File: src/rtl/dbg_shift_port.sv
module dbg_shift_port #(
  parameter int ADDR_W = 10,
  parameter logic [ADDR_W-1:0] IR_ADDR = 10'd630,
  parameter logic [ADDR_W-1:0] DR_ADDR = 10'd631,
  parameter int DATA_W = 32,
  parameter int TE_W = 9
) (
  input  logic              clk,
  input  logic              rst_n,
  input  logic              clk_sel,
  input  logic              dbg_clk,
  input  logic              ser_in,
  output logic              ser_out,
  input  logic              cpu_req,
  input  logic              cpu_spr,
  input  logic [ADDR_W-1:0] cpu_addr,
  input  logic              cpu_we,
  input  logic [DATA_W-1:0] cpu_wdata,
  output logic              cpu_ready,
  output logic              cpu_rvalid,
  output logic [DATA_W-1:0] cpu_rdata,
  output logic [5:0]        trap_en,
  output logic [1:0]        brk_en,
  output logic              vsync,
  output logic              seq_err
);
  localparam int FRAME_W = DATA_W + 3;
  localparam int CNT_W = $clog2(FRAME_W);
  localparam logic [CNT_W-1:0] LAST = CNT_W'(FRAME_W - 1);

  logic [FRAME_W-1:0] sr;
  logic [CNT_W-1:0]   cnt;
  logic [TE_W-1:0]    tecr;
  logic               dck_q, done_q, pend, seq_q;

  wire hit_ir  = cpu_req & cpu_spr & (cpu_addr == IR_ADDR);
  wire hit_dr  = cpu_req & cpu_spr & (cpu_addr == DR_ADDR);
  wire rd_req  = (hit_ir | hit_dr) & ~cpu_we;
  wire match   = pend & (sr[FRAME_W-3] == hit_dr);
  wire idle    = (cnt == '0) & ~done_q & ~pend;
  wire wr_acc  = hit_dr & cpu_we & idle;
  wire strobe  = clk_sel | (dbg_clk & ~dck_q);
  wire start   = strobe & ser_in & idle & ~wr_acc;
  wire shift   = start | (strobe & (cnt != '0));

  assign cpu_rvalid = rd_req & match;
  assign cpu_ready  = cpu_we ? wr_acc : cpu_rvalid;
  assign cpu_rdata  = sr[DATA_W-1:0];
  assign ser_out    = sr[FRAME_W-1];
  assign trap_en    = tecr[5:0];
  assign brk_en     = tecr[7:6];
  assign vsync      = tecr[8];
  assign seq_err    = seq_q;

  always_ff @(posedge clk or negedge rst_n) begin
    if (!rst_n) begin
      sr     <= '0;
      cnt    <= '0;
      tecr   <= '0;
      dck_q  <= 1'b0;
      done_q <= 1'b0;
      pend   <= 1'b0;
      seq_q  <= 1'b0;
    end else begin
      dck_q  <= dbg_clk;
      done_q <= shift & (cnt == LAST);
      if (wr_acc)
        sr <= {{(FRAME_W-DATA_W){1'b0}}, cpu_wdata};
      else if (shift)
        sr <= {sr[FRAME_W-2:0], ser_in};
      if (shift)
        cnt <= (cnt == LAST) ? '0 : cnt + 1'b1;
      if (done_q) begin
        if (sr[FRAME_W-2]) tecr <= sr[TE_W-1:0];
        else               pend <= 1'b1;
      end else if (rd_req & pend) begin
        pend  <= 1'b0;
        seq_q <= ~match;
      end
    end
  end
endmodule


File: config.mk
export PLATFORM = sky130hd
export DESIGN_NAME = dbg_shift_port
export DESIGN_NICKNAME = d
export VERILOG_FILES = /design/src/rtl/dbg_shift_port.sv
export SDC_FILE = /design/constraint.sdc
export NUM_CORES = 1
export LEC_CHECK = 0
export ABC_AREA = 1
export BUFFER_PORTS_ARGS = -buffer_cell sky130_fd_sc_hd__buf_4
export CELL_PAD_IN_SITES_DETAIL_PLACEMENT = 0
export CELL_PAD_IN_SITES_GLOBAL_PLACEMENT = 1
export CORE_ASPECT_RATIO = 0.7
export CORE_UTILIZATION = 40
export DETAILED_ROUTE_END_ITERATION = 10
export PLACE_DENSITY_LB_ADDON = 0.1
export SLEW_MARGIN = 10
export SYNTH_ARGS = -nofsm -noshare
export SYNTH_HDL_FRONTEND = slang
export SYNTH_SLANG_ARGS = --single-unit
File: constraint.sdc
create_clock -name clk -period 2.3 [get_ports clk]
set_clock_uncertainty 0.05 [all_clocks]
set_input_delay 0.345 -clock clk [delete_from_list [all_inputs] [get_ports clk]]
set_output_delay 0.345 -clock clk [all_outputs]
set_load 0.05 [all_outputs]
==> results.md <==
- Status: finished clean
- Static leakage: 1.966 nW
- Yosys top cell area share: 42.12%
- Mapped Nets: 460
- PD cells: 1208 mW/mm^2
- Post-CTS Hold Buffers: 0
- Commonest non-fill, non-tap cells in the layout: nand2_1, buf_4, dfrtp_1
- Most common cell after layout, fill and taps aside: nand2_1
- Vias: 2,723
- Global-route wire length before repair: 12,450 um
- # resized after CTS: 0
- Post-synthesis register bit count: 54
- Sum Neg Setup Slack: 0 ps
- DRT Pass-1 Iters: 4
- Initial antenna violation count: 0
- Worst Hold Class: in2async
- WL/cell: 13.22 um
- Max Cap Viol: 0
- Int Pwr: 2.411 mW
- DP HPWL: 5294 um
- Clk sink count: 54
- CTS tree: done
- Seq pwr share: 33.4%
- CTS H-tree depth: 2
- Post-route clock period utilization: 91.20%
- Comb power frac: 50.3%
- Initial DRC count: 125
- Register area share after synthesis: 42.12%
- CP cell instances: inv_1, ha_1, nand3_2, nor2_2, nand3_2, o21ai_1, buf_4
- # Post-CTS Setup Buffers: 0
- Worst path arrival time: 1700 ps
- Syn_area_per_cell: 7.882 um^2
- Largest net degree at the start of global routing: 55
- Critical-path maximum fanout: 5
- Clock share of power: 16.3%
- Row cnt: 26
- Die ar.: 0.008388 mm^2
- Area leader, netlist: dfrtp_1
- Ranking of synthesized cells by area: dfrtp_1, nand2_1, buf_4
- CP max stage cell: dfrtp_1
- Sw frac: 48.01%
- DRC viols: 0
- Final Hold Fails: 0
- Layout cells sized above 1: 28.11%
- Synth warn: 0
- Diode count: 0
- Slowest stage delay, CP: 420 ps
- Register area: 0.001351 mm^2
- Reg clk slew, reported paths: 70 ps
- Min Tclk post-route: 2098 ps
- Finished Layout Cells: 564
- Endpoints failing setup: 0
- Final WL: 7457 um
- CP Launch Type: register
- Post-synthesis cell area: 0.003208 mm^2
- Critical Path Most Common Cell: nand3_2
- Gr usage total: 19.10%
- Core Area: 0.007515 mm^2
- RSZ-0062 raised after global routing: no
- Syn Inst Count: 407
- Area growth, synth to finish: 19.62%
- Number of global-route vias before repair: 2,538
- Antenna Nets Post-Route: 0
- Initial Utilization: 42.69%
- Slew @ Worst Pin: 720.0 ps
- # IOs: 95
- Vias per inst: 4.828
- Number of port buffers: 94
- Clk buf depth: 2
- Crit path required time: 1900 ps
- Clock Latency Late Sink: 290 ps
- Inst Count DP: 556
- Kind of critical path: reg2out
- Clock Tree Root: clkbuf_16
- Area of the multi-input gates: 0.001271 mm^2
- Total CTS buffers: 5
- Unique masters post-synth: 27
- Relative slew margins: 52.00%
- Final Slew Violations: 0
- Global route overflow: 0
- Crit. End Element: output pin
- Die Wd: 109.0 um
- GPL Wtd Cong: 0.7878
- Die Y-Extent: 76.93 um
- Fmax: 0.4767 GHz
- Final net count: 518
- FILL cells: 763
- Psw: 2.226 mW
- Worst-case vdd ir drop: 0.5645 mV
layer usage:
| metal | part of all wire [%] | GRT usage (%) | vias to the layer above | wire [um] |
|---|---|---|---|---|
| met4 | 0.97 | 5.676 | 0 | 72 |
| li1 | - | - | 1373 | - |
| met5 | 0 | 0 | - | 0 |
| met2 | 42 | 28.24 | 82 | 3098 |
| met3 | 6.9 | 4.337 | 7 | 516 |
| met1 | 51 | 27.52 | 1261 | 3770 |
kinds of logic (layout without fill, tap and decap cells):
kind of cell	count (synthesis)	in the layout	share of synthesized area [%]
AND/OR/NAND/NOR	228	228	33.93
buffers and inverters	99	158	18.25
flip-flops	54	54	42.12
AO/OA/AOI/OAI	17	17	2.730
XOR/XNOR	4	4	1.092
adder cells (fa/ha/maj)	3	3	1.170
multiplexers	2	2	0.7020
sequential cells by signal (all words and copies together) (netlist names):
signal and flops:
sr 35, tecr 9, cnt 6, dck_q 1, done_q 1, pend 1
seq_err 1
cell usage after synthesis (all sizes together):
cell and n:
o21ai 16, buf 51, dfrtp 54, clkbuf 1, nand3 39, nand2 109, xor2 3, o21bai 1
xnor2 1, nor3 2, ha 3, inv 47, mux2 2, nand2b 1, nor2 44, nand4 33
worst paths after layout:
check / to / startpoint / slack, ps / depth (start not counted)
worst max-delay path: cpu_ready / cnt[0] / 200 / 7
worst min-delay path: cnt[5] / rst_n / 50 / 1
worst max register to register: sr[30] / cnt[0] / 420 / 8
worst min register to register: tecr[7] / tecr[7] / 440 / 2
max in group asynchronous: seq_err / rst_n / 1660 / 1
min in group clk: dck_q / dbg_clk / 120 / 1
worst max-delay path: cells and delay by family (launching register included):
kind | cells | cell delay, ps
compound gates | 1 | 100
fa+ha+maj | 1 | 230
flops | 1 | 420
simple gates | 3 | 360
buf+inv | 2 | 320
stage by stage:
stage | utilization [%] | hold WS, ps | setup WS (ps) | total power, mW | area (um^2)
6_report | 51.07 | 51.15 | 202.4 | 4.637 | 3837
5_1_grt | 51.07 | 112.7 | 51.17 | 4.959 | 3837
4_1_cts | 51.07 | 90.98 | 167.5 | 4.692 | 3837
3_5_place_dp | 49.17 | 403.7 | 411.0 | 3.922 | 3695
3_3_place_gp | 49.17 | 405.6 | 475.9 | 3.904 | 3695
2_1_floorplan | - | -0.5911 | 185.4 | 3.561 | 3208
power groups by stage:
stage	Combinational, mW	Clock [mW]	Sequential (mW)
global placement	2.34	0	1.57
finish	2.33	0.757	1.55
detailed placement	2.36	0	1.57
CTS	2.36	0.780	1.55
global route	2.54	0.818	1.60
floorplan	2.04	0	1.52
area by class of cell:
class / instances / share of cell area (%)
clock inverter: 2 / 0.3587
timing repair buffer: 103 / 20.15
clock buffer: 6 / 3.358
tap: 98 / 3.195
multi-input combinational: 254 / 33.13
inverter: 47 / 4.597
sequential: 54 / 35.21
Note: power is estimated with default switching activity, not from simulation.
